**config.mk**
```make
export PLATFORM = sky130hd
export DESIGN_NAME = dac_quad_frontend
export DESIGN_NICKNAME = d
export VERILOG_FILES = /design/src/rtl/dacif_pkg.sv /design/src/rtl/dacif_sync.sv /design/src/rtl/dacif_wr_decode.sv /design/src/rtl/dacif_channel.sv /design/src/rtl/dac_quad_frontend.sv
export SDC_FILE = /design/constraint.sdc
export NUM_CORES = 1
export LEC_CHECK = 0
export ABC_AREA = 1
export BUFFER_PORTS_ARGS = -buffer_cell sky130_fd_sc_hd__buf_4
export CAP_MARGIN = 20
export CORE_ASPECT_RATIO = 0.75
export CORE_UTILIZATION = 50
export CTS_CLUSTER_SIZE = 30
export DETAILED_ROUTE_END_ITERATION = 7
export GPL_TIMING_DRIVEN = 1
export HOLD_SLACK_MARGIN = 0.02
export PLACE_DENSITY = 0.71
export SYNTH_ARGS = -nofsm -noshare
export SYNTH_HDL_FRONTEND = slang
export SYNTH_SLANG_ARGS = --single-unit
export TNS_END_PERCENT = 1
```
**constraint.sdc**
```tcl
create_clock -name clk -period 1.29 [get_ports clk]
set_input_delay 0.129 -clock clk [delete_from_list [all_inputs] [get_ports clk]]
set_output_delay 0.129 -clock clk [all_outputs]
set_load 0.01 [all_outputs]
```
**src/rtl/dacif_pkg.sv**
```systemverilog
// Shared constants and types for the quad converter register front end.
package dacif_pkg;
    localparam int BYTE_W = 8;

    // Active-low bus control lines, kept together so they synchronize as one vector.
    typedef struct packed {
        logic cs_n;
        logic wr_n;
        logic ldac_n;
        logic clr_n;
        logic pd_n;
    } ctl_t;
endpackage

```
**src/rtl/dacif_sync.sv**
```systemverilog
// Two-flop synchronizer for a vector of asynchronous inputs.
// Assumes that each bit is used on its own, or that multi-bit groups are held
// stable by the sender for several clocks around the strobe that qualifies them.
module dacif_sync #(
    parameter int           W       = 1,
    parameter logic [W-1:0] RST_VAL = '0
) (
    input  logic         clk,
    input  logic         rst_n,
    input  logic [W-1:0] d,
    output logic [W-1:0] q
);
    logic [W-1:0] meta;

    // Two-stage capture into the clock domain, with the idle value on reset.
    always_ff @(posedge clk) begin
        if (!rst_n) begin
            meta <= RST_VAL;
            q    <= RST_VAL;
        end else begin
            meta <= d;
            q    <= meta;
        end
    end
endmodule

```
**src/rtl/dacif_wr_decode.sv**
```systemverilog
// Finds the rising edge of the synchronized write strobe, qualifies it with
// select, and turns it into one per-channel byte-write pulse.
// Assumes the address and byte-select inputs are already synchronized and stable.
module dacif_wr_decode #(
    parameter int NUM_CH = 4,
    parameter int ADDR_W = 2,
    parameter bit SPLIT  = 1'b1
) (
    input  logic              clk,
    input  logic              rst_n,
    input  logic              cs_s_n,
    input  logic              wr_s_n,
    input  logic [ADDR_W-1:0] addr_s,
    input  logic              hb_s,
    output logic [NUM_CH-1:0] wr_lo,
    output logic [NUM_CH-1:0] wr_hi
);
    logic wr_q_n;
    logic commit;

    // Delayed copy of the strobe, used for edge detection.
    always_ff @(posedge clk) begin
        if (!rst_n) wr_q_n <= 1'b1;
        else        wr_q_n <= wr_s_n;
    end

    // A commit is a low-to-high strobe edge seen while select is low.
    always_comb commit = wr_s_n && !wr_q_n && !cs_s_n;

    for (genvar c = 0; c < NUM_CH; c++) begin : g_ch
        logic hit;
        always_comb hit = commit && (addr_s == ADDR_W'(c));
        if (SPLIT) begin : g_split
            // The byte select steers the pulse to the upper or lower byte.
            always_comb wr_lo[c] = hit && !hb_s;
            always_comb wr_hi[c] = hit &&  hb_s;
        end else begin : g_flat
            // A code of one byte only: the whole word is the low byte.
            always_comb wr_lo[c] = hit;
            always_comb wr_hi[c] = 1'b0;
        end
    end

    assert_single_target_R2: assert property (@(posedge clk) disable iff (!rst_n)
        $onehot0({wr_hi, wr_lo}));

    assert_one_commit_per_strobe_R1: assert property (@(posedge clk) disable iff (!rst_n)
        (|{wr_hi, wr_lo}) |=> !(|{wr_hi, wr_lo}));
endmodule

```
**src/rtl/dacif_channel.sv**
```systemverilog
// One converter channel: a staging register built from byte writes, and an
// output register loaded from it.
// Assumes at most one byte-write pulse per cycle. Clear has priority over
// writes, and a write in a load cycle is passed straight through to the output.
module dacif_channel
    import dacif_pkg::*;
#(
    parameter int RES_W = 10
) (
    input  logic              clk,
    input  logic              rst_n,
    input  logic              clr,
    input  logic              load,
    input  logic              wr_lo,
    input  logic              wr_hi,
    input  logic [BYTE_W-1:0] wr_byte,
    input  logic              wr_gain,
    output logic [RES_W-1:0]  dac_code,
    output logic              gain_o
);
    localparam int HI_W = (RES_W > BYTE_W) ? RES_W - BYTE_W : 1;

    logic [RES_W-1:0] stage_code, stage_nxt;
    logic             stage_gain, gain_nxt;

    if (RES_W > BYTE_W) begin : g_split
        // Merge the written byte into the staging word; the other byte is kept.
        always_comb begin
            stage_nxt = stage_code;
            if (wr_lo) stage_nxt[BYTE_W-1:0]     = wr_byte;
            if (wr_hi) stage_nxt[RES_W-1:BYTE_W] = wr_byte[HI_W-1:0];
        end
    end else begin : g_flat
        // A single byte write replaces the whole word.
        always_comb begin
            stage_nxt = stage_code;
            if (wr_lo || wr_hi) stage_nxt = wr_byte[RES_W-1:0];
        end
    end

    // Any byte write also captures the range bit.
    always_comb gain_nxt = (wr_lo || wr_hi) ? wr_gain : stage_gain;

    // Staging stage: cleared by reset or clear, otherwise takes the merged word.
    always_ff @(posedge clk) begin
        if (!rst_n || clr) begin
            stage_code <= '0;
            stage_gain <= 1'b0;
        end else begin
            stage_code <= stage_nxt;
            stage_gain <= gain_nxt;
        end
    end

    // Output stage: on load it takes the staging word, including a write in the same cycle.
    always_ff @(posedge clk) begin
        if (!rst_n || clr) begin
            dac_code <= '0;
            gain_o   <= 1'b0;
        end else if (load) begin
            dac_code <= stage_nxt;
            gain_o   <= gain_nxt;
        end
    end

    assert_hold_without_load_R3: assert property (@(posedge clk) disable iff (!rst_n)
        (!load && !clr) |=> $stable(dac_code));

    assert_clear_zeroes_R6: assert property (@(posedge clk) disable iff (!rst_n)
        clr |=> (dac_code == '0) && (stage_code == '0) && !gain_o);

    assert_sync_write_passes_R4: assert property (@(posedge clk) disable iff (!rst_n)
        (load && wr_lo && !clr) |=> (dac_code[BYTE_W-1:0] == $past(wr_byte)));
endmodule

```
**src/rtl/dac_quad_frontend.sv**
```systemverilog
// Top level of the quad converter register front end. It synchronizes the
// asynchronous bus and control pins, decodes the write strobe, and holds a
// bank of double-buffered channels.
// Assumes the host holds address, data, byte-select and gain stable from
// before the strobe falls until a few clocks after it rises.
module dac_quad_frontend
    import dacif_pkg::*;
#(
    parameter int NUM_CH = 4,
    parameter int RES_W  = 10
) (
    input  logic                      clk,
    input  logic                      rst_n,
    input  logic                      cs_n,
    input  logic                      wr_n,
    input  logic [1:0]                addr,
    input  logic [7:0]                data,
    input  logic                      hbyte_sel,
    input  logic                      gain_sel,
    input  logic                      ldac_n,
    input  logic                      clr_n,
    input  logic                      pd_n,
    output logic [NUM_CH*RES_W-1:0]   dac_code,
    output logic [NUM_CH-1:0]         gain_x2,
    output logic                      pwrdn
);
    localparam int ADDR_W = (NUM_CH > 1) ? $clog2(NUM_CH) : 1;
    localparam int BUS_W  = ADDR_W + BYTE_W + 2;
    localparam bit SPLIT  = (RES_W > BYTE_W);

    ctl_t             ctl_raw, ctl_s;
    logic [BUS_W-1:0] bus_raw, bus_s;
    logic [ADDR_W-1:0] addr_s;
    logic [BYTE_W-1:0] data_s;
    logic              hb_s, gain_s;
    logic [NUM_CH-1:0] wr_lo, wr_hi;
    logic              load, clr;

    // Gather the raw pins into vectors to be synchronized.
    always_comb begin
        ctl_raw = '{cs_n: cs_n, wr_n: wr_n, ldac_n: ldac_n, clr_n: clr_n, pd_n: pd_n};
        bus_raw = {addr[ADDR_W-1:0], data, hbyte_sel, gain_sel};
    end

    dacif_sync #(.W($bits(ctl_t)), .RST_VAL('1)) i_ctl_sync (
        .clk(clk), .rst_n(rst_n), .d(ctl_raw), .q(ctl_s)
    );

    dacif_sync #(.W(BUS_W), .RST_VAL('0)) i_bus_sync (
        .clk(clk), .rst_n(rst_n), .d(bus_raw), .q(bus_s)
    );

    // Split the synchronized bus and turn the active-low controls into enables.
    always_comb begin
        {addr_s, data_s, hb_s, gain_s} = bus_s;
        load  = !ctl_s.ldac_n;
        clr   = !ctl_s.clr_n;
        pwrdn = !ctl_s.pd_n;
    end

    dacif_wr_decode #(.NUM_CH(NUM_CH), .ADDR_W(ADDR_W), .SPLIT(SPLIT)) i_decode (
        .clk(clk), .rst_n(rst_n),
        .cs_s_n(ctl_s.cs_n), .wr_s_n(ctl_s.wr_n),
        .addr_s(addr_s), .hb_s(hb_s),
        .wr_lo(wr_lo), .wr_hi(wr_hi)
    );

    for (genvar c = 0; c < NUM_CH; c++) begin : g_chan
        dacif_channel #(.RES_W(RES_W)) i_chan (
            .clk(clk), .rst_n(rst_n), .clr(clr), .load(load),
            .wr_lo(wr_lo[c]), .wr_hi(wr_hi[c]),
            .wr_byte(data_s), .wr_gain(gain_s),
            .dac_code(dac_code[c*RES_W +: RES_W]),
            .gain_o(gain_x2[c])
        );
    end

    assert_pd_keeps_codes_R10: assert property (@(posedge clk) disable iff (!rst_n)
        (pwrdn && !load && !clr) |=> $stable(dac_code));
endmodule

```
-- Yosys cells after proc, flatten, opt, wreduce, memory -nomap -nowiden
Index checks and enable logic that the tools add are counted.
- equality and inequality tests: 3
- muxes and demuxes: 12
- reduce and logical (&&, ||, !) cells: 26
- operator list (operator ; number):
    8-bit 2-to-1 mux ; 4
    1-bit logical AND ; 14
    2-bit 2-to-1 mux ; 4
    1-bit logical NOT ; 6
    1-bit logical OR ; 5
    2-bit equality test (second input constant) ; 2
    1-bit 2-to-1 mux ; 4
    2-bit by 1-bit equality test with 1-bit output (second input constant) ; 1
    2-bit logical NOT ; 1
- flip-flop bits (word level): 123
- output and inout bits: 45

-- Longest topological paths before layout
Gate-level depths: netlist of the first run.
- word-level depth: 7
- depth in mapped cells: 9

-- Cells and area by module
Synthesis of the first run repeated with hierarchy kept, for this count alone.
- cell total of the unflattened synthesis: 641
- area total of the unflattened synthesis: 4738.3 um^2
- by module, submodules not included (module ; times used ; cells each ; area an instance (um^2)):
    dacif_channel ; 4 ; 127 ; 909.6
    dacif_sync at i_bus_sync ; 1 ; 74 ; 683.2
    dacif_sync at i_ctl_sync ; 1 ; 31 ; 286.5
    dacif_wr_decode ; 1 ; 25 ; 118.9
    dac_quad_frontend ; 1 ; 3 ; 11.3

-- Least setup slack after synthesis of the first run
OpenSTA, ideal clock, no wires.
- path type: reg2reg
- from: register i_bus_sync.q[10]
- to: register g_chan[1].i_chan.dac_code[2]
- library setup time: 0.109 ns
- arrival: 1.008 ns
- data required time: 1.181 ns
- path slack: 0.173 ns
- stages on the path, launching flop included: 8
- buffers on the path: 0
- clock period less this slack: 1.117 ns
- cell sequence: dfxtp_1 > inv_1 > nor2_2 > nand3_2 > nand2_1 > nand3_1 > nand2_1 > inv_1
- word-level cells in the longest chain between the ends: 4
- RTL lines (element ; RTL line ; RTL):
    start, declared ; dacif_sync.sv:11 ; output logic [W-1:0] q
    start signal, assigned ; dacif_sync.sv:22 ; q <= meta;
    2-bit by 1-bit equality test with 1-bit output ; dacif_wr_decode.sv:32 ; always_comb hit = commit && (addr_s == ADDR_W'(c));
    1-bit logical AND ; dacif_wr_decode.sv:32 ;
    1-bit logical AND ; dacif_wr_decode.sv:35 ; always_comb wr_lo[c] = hit && !hb_s;
    8-bit 2-to-1 mux ; dacif_channel.sv:30 ; if (wr_lo) stage_nxt[BYTE_W-1:0] = wr_byte;
    end signal, assigned ; dacif_channel.sv:61 ; dac_code <= stage_nxt;
    end, declared ; dacif_channel.sv:18 ; output logic [RES_W-1:0] dac_code,
Every way passes these cells.
A chain may end at the register's enable or synchronous reset.

-- Final worst setup path of the first run
- from: register i_bus_sync.q[10]
- to: register g_chan[1].i_chan.dac_code[9]
- word-level cells in the longest chain between the ends: 4
- RTL lines (element ; RTL line ; RTL):
    2-bit by 1-bit equality test with 1-bit output ; dacif_wr_decode.sv:32 ;
    1-bit logical AND ; dacif_wr_decode.sv:32 ;
    1-bit logical AND ; dacif_wr_decode.sv:36 ; always_comb wr_hi[c] = hit && hb_s;
    2-bit 2-to-1 mux ; dacif_channel.sv:31 ; if (wr_hi) stage_nxt[RES_W-1:BYTE_W] = wr_byte[HI_W-1:0];
Every way passes these cells.

==> results.sh, run 1 <==
export IMPL_grt_use_met2_pct=34.8
export IMPL_antenna_found_initial=0
export IMPL_grt_use_met3_pct=5.94
export IMPL_critPathKind="register to register"
export IMPL_path_cells="inv_1 > nor2_2 > buf_4 > nand3_1 > nand2_1 > nand3_1 > nand2_1 > inv_1"
export IMPL_core_area_um2=9080
export IMPL_gp_congestion=0.790
export IMPL_slowest_delay_ns=0.38
export IMPL_synth_net_count=632
export IMPL_drt_iter0_drc=272
export IMPL_power_density_nw_per_um2=1490
export IMPL_worst_slew_margin_rel_pct=68.3
export IMPL_drv_slew=0
export IMPL_status="finished with violations"
export IMPL_setup_viol=2
export IMPL_io_pins=64
export IMPL_cp_max_fo=5
export IMPL_p_leak_nw=2.95
export IMPL_routed_wl_um=10200
export IMPL_hpwl_um=6440
export IMPL_overflow=0
export IMPL_post_drt_wl_per_cell_um=12.3
export IMPL_ys_ff_latch=123
export IMPL_nets=711
export IMPL_grt_start_max_net_pins=49
export IMPL_yosysSeqAreaShare_pct=52.4
export IMPL_multi_input_area_um2=1690
export IMPL_syn2layout_area_growth_pct=30.9
export IMPL_grt_pass1_wl_um=16600
export IMPL_num_antenna_cells=0
export IMPL_cp_top_family="simple AND/OR/NAND/NOR gates"
export IMPL_vias_per_cell=4.90
export IMPL_numCtsBuffers=17
export IMPL_antenna_left=0
export IMPL_drive_above_1_share_pct=19.1
export IMPL_worstSetupStartpointType="register"
export IMPL_use_met1_pct=28.7
export IMPL_clock_sinks=123
export IMPL_initial_core_util_pct=51.7
export IMPL_yosysWarnings=0
export IMPL_synth_distinct_cells=18
export IMPL_period_share_pct=103
export IMPL_cts_max_path_buffers=2
export IMPL_rsz0062_at_grt="yes"
export IMPL_track_usage_pct=22.1
export IMPL_crit_slowest_cell="dfxtp_2"
export IMPL_drc=0
export IMPL_critPathBufInv=3
export IMPL_root_buffer="clkbuf_16"
export IMPL_die_w_um=114
export IMPL_htree_levels=4
export IMPL_maxCapViolations=0
export IMPL_peakVddDrop_v=0.000939
export IMPL_busiest_layer="met2"
export IMPL_violations="setup timing"
export IMPL_clock_skew_ns=0.00514
export IMPL_finalPower_w=0.00919
export IMPL_n_fill_cell=747
export IMPL_worst_slack_ns=-0.0352
export IMPL_grt_pass1_vias=3596
export IMPL_synth_cells=613
export IMPL_clock_latency_ns=0.40
export IMPL_arrival_ns=1.63
export IMPL_hold_path_class="input port to register"
export IMPL_clkTransAtPathRegs_ns=0.05
export IMPL_drt_pass1_iter_count=5
export IMPL_num_rows=30
export IMPL_die_area_um2=9790
export IMPL_dpl_worst_slack_ns=-0.0831
export IMPL_final_cells=831
export IMPL_seqCellArea_um2=2470
export IMPL_synth_avg_cell_area_um2=7.66
export IMPL_syn_area_um2=4700
export IMPL_max_freq_ghz=0.755
export IMPL_required_ns=1.59
export IMPL_worst_slew_pin_slew_ns=0.475
export IMPL_critPathCaptureType="register"
export IMPL_dp_cells=781
export IMPL_port_buffers=63
export IMPL_hold_viol_final=0
export IMPL_die_height_um=85.9
export IMPL_period_needed_ns=1.33
export IMPL_routed_via_count=4072
export IMPL_cts_tree="built"
[power breakdown]
part	switching [W]	internal, W
clock	0.00154	0.00305
combinational	0.000323	0.000281
sequential	0.0000741	0.00392
[metrics by stage]
step	util [%]	cell area, um^2	setup TNS [ns]	hold WS (ns)
6_report	67.7	6150	-0.0420	0.198
5_1_grt	67.7	6150	-1.63	0.199
4_1_cts	66.7	6060	-0.804	0.183
3_5_place_dp	58.4	5310	-0.489	0.304
3_3_place_gp	58.4	5310	-0.0846	0.297
2_1_floorplan	-	4700	0	0.214
[tightest hold or removal path, stage by stage]
cell	delay, ns
buf_4	0.12
buf_4	0.23
nand2_1	0.09
[cell usage after synthesis]
cell,instances,area (um^2)
clkbuf_4,1,7.51
nand4_2,2,25.0
inv_1,84,315
nand3_1,52,260
a21oi_1,44,220
buf_1,5,18.8
buf_4,7,52.6
nand4_1,38,238
clkbuf_8,6,82.6
nand3_2,4,40.0
nor2_2,4,25.0
buf_2,11,55.1
inv_2,2,7.51
nand2_1,130,488
clkbuf_1,9,33.8
nor2_1,88,330
dfxtp_1,123,2460
buf_6,3,33.8
[per-layer routing]
| layer | vias to the layer above | part of all wire [%] |
|---|---|---|
| li1 | 2075 | - |
| met1 | 1863 | 46 |
| met2 | 122 | 46 |
| met3 | 12 | 6.0 |
| met4 | 0 | 1.1 |
| met5 | - | 0 |
[sequential cells by signal, summed over array words and instances, names as in the netlist]
| name | cells |
|---|---|
| i_bus_sync.meta | 12 |
| i_ctl_sync.meta | 5 |
| g_chan.i_chan.stage_code | 40 |
| g_chan.i_chan.gain_o | 4 |
| g_chan.i_chan.stage_gain | 4 |
| i_ctl_sync.q | 5 |
| i_bus_sync.q | 12 |
| i_decode.wr_q_n | 1 |
| g_chan.i_chan.dac_code | 40 |
[placed cells by master (no fill, tap or decap), drive strengths merged]
cell type    netlist  routed
a21oi             44      44
clkinvlp           0       2
dfxtp            123     123
nand2            130     130
nand4             40      40
clkinv             0       3
dlygate4sd3        0      17
nand3             56      56
buf               26      84
clkbuf            16      23
bufinv             0       3
inv               86      86
nor2              92      92
[repair_timing]
action,4_1_cts,5_1_grt
hold buffers,17,0
pin swaps,0,8
gates resized for setup,2,13
setup buffers,0,2
setup endpoints to repair,32,72
cloned,0,1
endpoints found under the hold margin,17,0
[cell type report]
type / count / share of cell area, %
flip-flops and latches: 123 / 40.1
multi-input cells: 362 / 27.4
repair buffers: 102 / 15.3
clock buffers: 22 / 7.39
inverters: 86 / 5.25
well taps: 128 / 2.60
clock inverters: 8 / 1.95
[final timing paths]
kind,to,slack [ns],from,depth (start not counted)
setup reg to reg,g_chan[1].i_chan.dac_code[9],-0.04,i_bus_sync.q[10],8
hold / removal,i_ctl_sync.q[3],0.20,rst_n,3
setup / recovery,g_chan[1].i_chan.dac_code[9],-0.04,i_bus_sync.q[10],8
hold reg to reg,i_ctl_sync.q[3],0.40,i_ctl_sync.meta[3],2
[logic make-up after synthesis]
group / Yosys count / share of synthesized area [%]
buffers and inverters: 128 / 12.9
AOI/OAI and AO/OA: 44 / 4.69
DFF: 123 / 52.4
and+or+nand+nor: 318 / 29.9
No activity file was read; power rests on OpenSTA's default activity.
==> run 2: changes to the inputs <==
--- a/config.mk
+++ b/config.mk
@@ -8,7 +8,7 @@
 export ABC_AREA = 1
 export BUFFER_PORTS_ARGS = -buffer_cell sky130_fd_sc_hd__buf_4
 export CAP_MARGIN = 20
-export CORE_ASPECT_RATIO = 0.75
+export CORE_ASPECT_RATIO = 1.5
 export CORE_UTILIZATION = 50
 export CTS_CLUSTER_SIZE = 30
 export DETAILED_ROUTE_END_ITERATION = 7
==> run 2 against run 1 <==
The run still ends with setup timing left. Maximum frequency grew 1.8%. Flip-flop and latch count is the same. Die area is essentially flat. Register-to-register slack gained 0.02 ns. Final cell count shrank 1.7%. Wire length shrank 2.0%. Non-clock buffer count grew 1. Critical endpoint is now g_chan[0].i_chan.dac_code[5].
==> results.sh, run 2 (synthesized netlist as in run 1, its figures left out) <==
export IMPL_fin_area_um2=6180
export IMPL_worst_slack_ns=-0.0114
export IMPL_grt_start_max_net_pins=57
export IMPL_hold_viol_final=0
export IMPL_n_fill_cell=744
export IMPL_swShare_pct=20.1
export IMPL_hpwl_um=6360
export IMPL_syn2layout_area_growth_pct=31.6
export IMPL_hold_path_class="input port to register"
export IMPL_peakVddDrop_v=0.00109
export IMPL_largest_registers="g_chan.i_chan.dac_code (40), g_chan.i_chan.stage_code (40)"
export IMPL_core_area_um2=9200
export IMPL_drt_iter0_drc=237
export IMPL_routed_via_count=4040
export IMPL_gp_congestion=0.818
export IMPL_met3_length_um=423
export IMPL_wl_met2_um=5390
export IMPL_setup_viol=2
export IMPL_clkTransAtPathRegs_ns=0.05
export IMPL_p_leak_nw=3.00
export IMPL_slowest_delay_ns=0.29
export IMPL_worstReg2RegStart="i_ctl_sync.q[4]"
export IMPL_root_buffer="clkbuf_16"
export IMPL_num_rows=43
export IMPL_placed_area_um2=5310
export IMPL_grt_pass1_wl_um=16400
export IMPL_cts_tree="built"
export IMPL_worstReg2RegEnd="g_chan[0].i_chan.dac_code[5]"
export IMPL_overflow=0
export IMPL_rrSetupSlack_ns=-0.01
export IMPL_wl_met1_um=3970
export IMPL_num_antenna_cells=0
export IMPL_power_density_nw_per_um2=1570
export IMPL_worstSetupStartpointType="register"
export IMPL_combPwrFrac_pct=6.2
export IMPL_rsz0062_at_grt="yes"
export IMPL_grt_pass1_vias=3699
export IMPL_antenna_left=0
export IMPL_clkPwrFrac_pct=52.8
export IMPL_period_share_pct=101
export IMPL_tns_ns=-0.0155
export IMPL_hold_depth=3
export IMPL_drv_slew=0
export IMPL_arrival_ns=1.61
export IMPL_antenna_found_initial=0
export IMPL_critPathCaptureType="register"
export IMPL_seqPwrFrac_pct=41.0
export IMPL_drc=0
export IMPL_numCtsBuffers=17
export IMPL_initial_core_util_pct=51.0
export IMPL_htree_levels=4
export IMPL_clock_skew_ns=0.00468
export IMPL_ff2ff_path_depth=9
export IMPL_cp_max_fo=34
export IMPL_maxUsedRoutingLayer="met4"
export IMPL_final_common_cell="nand2_1"
export IMPL_routed_wl_um=10000
export IMPL_min_to="i_ctl_sync.q[2]"
export IMPL_final_cell_mix="nand2_1, dfxtp_1, nor2_1"
export IMPL_clock_sinks=123
export IMPL_path_cells="inv_1 > nand2_2 > nor2_4 > buf_12 > nand3_4 > nand2_1 > nand3_1 > nand2_1 > inv_1"
export IMPL_cts_max_path_buffers=2
export IMPL_nets=712
export IMPL_power_switching_w=0.00196
export IMPL_maxCapViolations=0
export IMPL_die_height_um=121
export IMPL_max_freq_ghz=0.768
export IMPL_finalHoldWorstSlack_ns=0.203
export IMPL_die_area_um2=9790
export IMPL_drt_pass1_iter_count=6
export IMPL_vias_per_cell=4.94
export IMPL_track_usage_pct=22.6
export IMPL_post_drt_wl_per_cell_um=12.3
export IMPL_port_buffers=63
export IMPL_critPathKind="register to register"
export IMPL_crit_slowest_cell="dfxtp_1"
export IMPL_p_int_w=0.00777
export IMPL_io_pins=64
export IMPL_period_needed_ns=1.30
export IMPL_worst_slew_pin_slew_ns=0.445
export IMPL_violations="setup timing"
export IMPL_post_cts_buffers=0
export IMPL_required_ns=1.60
export IMPL_drive_above_1_share_pct=19.1
export IMPL_status="finished with violations"
export IMPL_min_from="rst_n"
export IMPL_worst_slew_margin_rel_pct=70.3
export IMPL_die_w_um=81.1
export IMPL_clock_latency_ns=0.41
==> run 2: cell types whose count changed in the layout (fill, tap and decap cells not counted) <==
cell,before,now
clkinvlp_4,2,0
bufinv_16,3,4
nand2_1,124,128
nand2_2,6,2
clkbuf_1,4,1
buf_4,75,77
clkbuf_16,18,17
clkinv_2,3,2
clkbuf_8,1,7
buf_6,0,1
buf_12,9,8
==> run 2: through the flow <==
step | instances | util, % | total power, W | worst slack, ns
floorplan | 613 | - | 0.00439 | 0.173
global placement | 769 | 57.7 | 0.00460 | -0.00288
detailed placement | 769 | 57.7 | 0.00462 | -0.0663
CTS | 817 | 66.8 | 0.00980 | -0.0551
global route | 817 | 67.2 | 0.0101 | -0.114
finish | 817 | 67.2 | 0.00973 | -0.0114
==> run 2: worst max path at each step <==
stage,start,endpoint,depth (start not counted)
floorplan,i_bus_sync.q[10],g_chan[1].i_chan.dac_code[2],7
global placement,i_ctl_sync.q[4],g_chan[0].i_chan.dac_code[5],9
detailed placement,i_ctl_sync.q[3],g_chan[0].i_chan.dac_code[4],8
CTS,i_ctl_sync.q[4],g_chan[2].i_chan.dac_code[5],9
global route,i_ctl_sync.q[4],g_chan[0].i_chan.dac_code[5],9
finish,i_ctl_sync.q[4],g_chan[0].i_chan.dac_code[5],9
==> run 2: cell type report <==
cell class / instances / area (um^2) / share of cell area, %
clock inverters: 6 / 130 / 2.11
well taps: 112 / 140 / 2.27
repair buffers: 103 / 920 / 14.9
flip-flops and latches: 123 / 2470 / 39.9
inverters: 86 / 323 / 5.22
clock buffers: 25 / 526 / 8.50
multi-input cells: 362 / 1680 / 27.1
==> run 2: metal layers <==
layer | vias up | global-route usage (%)
li1 | 2078 | -
met1 | 1845 | 24.0
met2 | 98 | 39.1
met3 | 19 | 7.25
met4 | 0 | 11.5
met5 | - | 0
==> run 2: timing repair <==
item | CTS | global route
gates resized for setup | 4 | 8
hold buffers | 17 | 0
endpoints found under the setup margin | 38 | 73
endpoints found under the hold margin | 17 | 0
pin swaps | 4 | 16
==> run 2: worst max-delay path: cells and delay by family, from the launching register on <==
family / cells / cell delay, ns
and+or+nand+nor: 6 / 0.60
DFF: 1 / 0.29
buffers and inverters: 3 / 0.31
==> run 2: power by group through the flow <==
stage	sequential [W]	combinational, W	clock (W)
after floorplan	0.00406	0.000323	0
after global placement	0.00406	0.000544	0
after detailed placement	0.00406	0.000555	0
after CTS	0.00399	0.000603	0.00521
after global routing	0.00399	0.000678	0.00542
final	0.00399	0.000607	0.00514
==> run 3: changes to the inputs <==
--- a/config.mk
+++ b/config.mk
@@ -15,6 +15,7 @@
 export GPL_TIMING_DRIVEN = 1
 export HOLD_SLACK_MARGIN = 0.02
 export PLACE_DENSITY = 0.71
+export REMOVE_ABC_BUFFERS = 1
 export SYNTH_ARGS = -nofsm -noshare
 export SYNTH_HDL_FRONTEND = slang
 export SYNTH_SLANG_ARGS = --single-unit
==> run 3 against run 2 <==
The flow still finishes with violations (setup timing). Final area rose by 0.57%. Clock power fell by 9.7%. First-iteration DRC count rose by 36%. Highest routed layer unchanged. Wire length rose by 1.2%. Power fell by 5.1%. Sequential share of layout area fell by 0.20 points. Setup slack got worse by 0.0044 ns. Via count rose by 2.2%. Largest cell class unchanged.
==> results.sh, run 3 (synthesized netlist as in run 1, its figures left out) <==
export IMPL_grt_pass1_wl_um=16600
export IMPL_io_pins=64
export IMPL_largest_registers="g_chan.i_chan.dac_code (40), g_chan.i_chan.stage_code (40)"
export IMPL_port_buffers=63
export IMPL_final_common_cell="nand2_1"
export IMPL_final_cell_mix="nand2_1, dfxtp_1, nor2_1"
export IMPL_rsz0062_at_grt="yes"
export IMPL_numCtsBuffers=17
export IMPL_clkTransAtPathRegs_ns=0.05
export IMPL_clock_skew_ns=0.00470
export IMPL_drv_slew=0
export IMPL_ff2ff_path_depth=9
export IMPL_worst_slack_ns=-0.0158
export IMPL_finalPower_w=0.00923
export IMPL_drt_iter0_drc=322
export IMPL_cp_max_fo=10
export IMPL_status="finished with violations"
export IMPL_power_density_nw_per_um2=1490
export IMPL_routed_via_count=4127
export IMPL_worst_slew_pin_slew_ns=0.436
export IMPL_syn2layout_area_growth_pct=32.4
export IMPL_track_usage_pct=22.4
export IMPL_num_rows=43
export IMPL_overflow=0
export IMPL_period_share_pct=101
export IMPL_hold_path_class="input port to register"
export IMPL_grt_start_max_net_pins=67
export IMPL_worst_slew_margin_rel_pct=70.9
export IMPL_peakVddDrop_v=0.00110
export IMPL_die_area_um2=9790
export IMPL_num_antenna_cells=0
export IMPL_root_buffer="clkbuf_16"
export IMPL_cp_top_family="simple AND/OR/NAND/NOR gates"
export IMPL_antenna_left=0
export IMPL_routed_wl_um=10200
export IMPL_path_depth=9
export IMPL_arrival_ns=1.61
export IMPL_cts_max_path_buffers=2
export IMPL_finalHoldWorstSlack_ns=0.209
export IMPL_core_area_um2=9200
export IMPL_period_needed_ns=1.31
export IMPL_hold_viol_final=0
export IMPL_critPathBufInv=3
export IMPL_die_height_um=121
export IMPL_post_drt_wl_per_cell_um=12.4
export IMPL_hold_depth=3
export IMPL_setup_viol=6
export IMPL_gp_congestion=0.764
export IMPL_grt_pass1_vias=3730
export IMPL_clock_sinks=123
export IMPL_maxCapViolations=0
export IMPL_crit_slowest_cell="dfxtp_2"
export IMPL_cts_tree="built"
export IMPL_tns_ns=-0.0517
export IMPL_required_ns=1.60
export IMPL_worstSetupStartpointType="register"
export IMPL_drc=0
export IMPL_p_leak_nw=3.00
export IMPL_slowest_delay_ns=0.31
export IMPL_antenna_found_initial=0
export IMPL_critPathKind="register to register"
export IMPL_critPathCaptureType="register"
export IMPL_clock_latency_ns=0.41
export IMPL_hpwl_um=6050
export IMPL_path_cells="inv_2 > nand2_2 > nor2_4 > buf_12 > nand3_4 > nand2_1 > nand3_1 > nand2_1 > inv_1"
export IMPL_max_freq_ghz=0.766
export IMPL_drive_above_1_share_pct=20.4
export IMPL_drt_pass1_iter_count=5
export IMPL_die_w_um=81.1
export IMPL_violations="setup timing"
export IMPL_dpl_worst_slack_ns=-0.112
export IMPL_initial_core_util_pct=51.0
export IMPL_htree_levels=4
export IMPL_cp_common_cell="nand2_1"
export IMPL_vias_per_cell=5.02
export IMPL_nets=717
-- run 3: cell types whose count changed in the layout (fill, tap and decap cells not counted), sizes merged --
cell / delta
bufinv: -2
clkinv: +2
clkinvlp: +1
clkbuf: +1
buf: +3
-- run 3: final cells by class --
type	count	area, um^2
Timing Repair Buffer	108	1010
Sequential cell	123	2470
Clock buffer	24	502
Inverter	86	323
Multi-Input combinational cell	362	1680
Clock inverter	7	87.6
Fill cell	731	2980
Tap cell	112	140
-- run 3: tightest hold or removal path: stages --
cell	delay (ns)
buf_4	0.12
buf_4	0.24
nand2_1	0.10
-- run 3: repair_timing --
action,CTS,global route
hold endpoints to repair,17,0
pin swaps,0,31
setup buffers,0,7
gates resized for setup,6,16
hold buffers,17,0
cloned,0,2
endpoints found under the setup margin,35,78
-- run 3: final timing paths --
check	start	endpoint	slack (ns)
setup / recovery	i_ctl_sync.q[4]	g_chan[2].i_chan.dac_code[3]	-0.02
hold / removal	rst_n	i_ctl_sync.q[0]	0.21
setup reg to reg	i_ctl_sync.q[4]	g_chan[2].i_chan.dac_code[3]	-0.02
hold reg to reg	i_ctl_sync.meta[0]	i_ctl_sync.q[0]	0.40
-- run 3: through the flow --
stage,instance area [um^2],instances,util (%)
2_1_floorplan,4410,571,-
3_3_place_gp,5290,765,57.5
3_5_place_dp,5290,765,57.5
4_1_cts,6080,813,66.1
5_1_grt,6220,822,67.6
6_report,6220,822,67.6
-- run 3: where the power goes --
| part | internal [W] | total, W | switching [W] |
|---|---|---|---|
| clock network | 0.00307 | 0.00464 | 0.00157 |
| logic | 0.000284 | 0.000610 | 0.000327 |
| registers | 0.00392 | 0.00398 | 0.0000682 |
-- run 3: metal layers --
metal,vias to the layer above,global-route usage (%),share of wire [%]
li1,2096,-,-
met1,1889,26.2,41
met2,123,37.0,52
met3,19,6.26,4.6
met4,0,10.6,2.5
met5,-,0,0
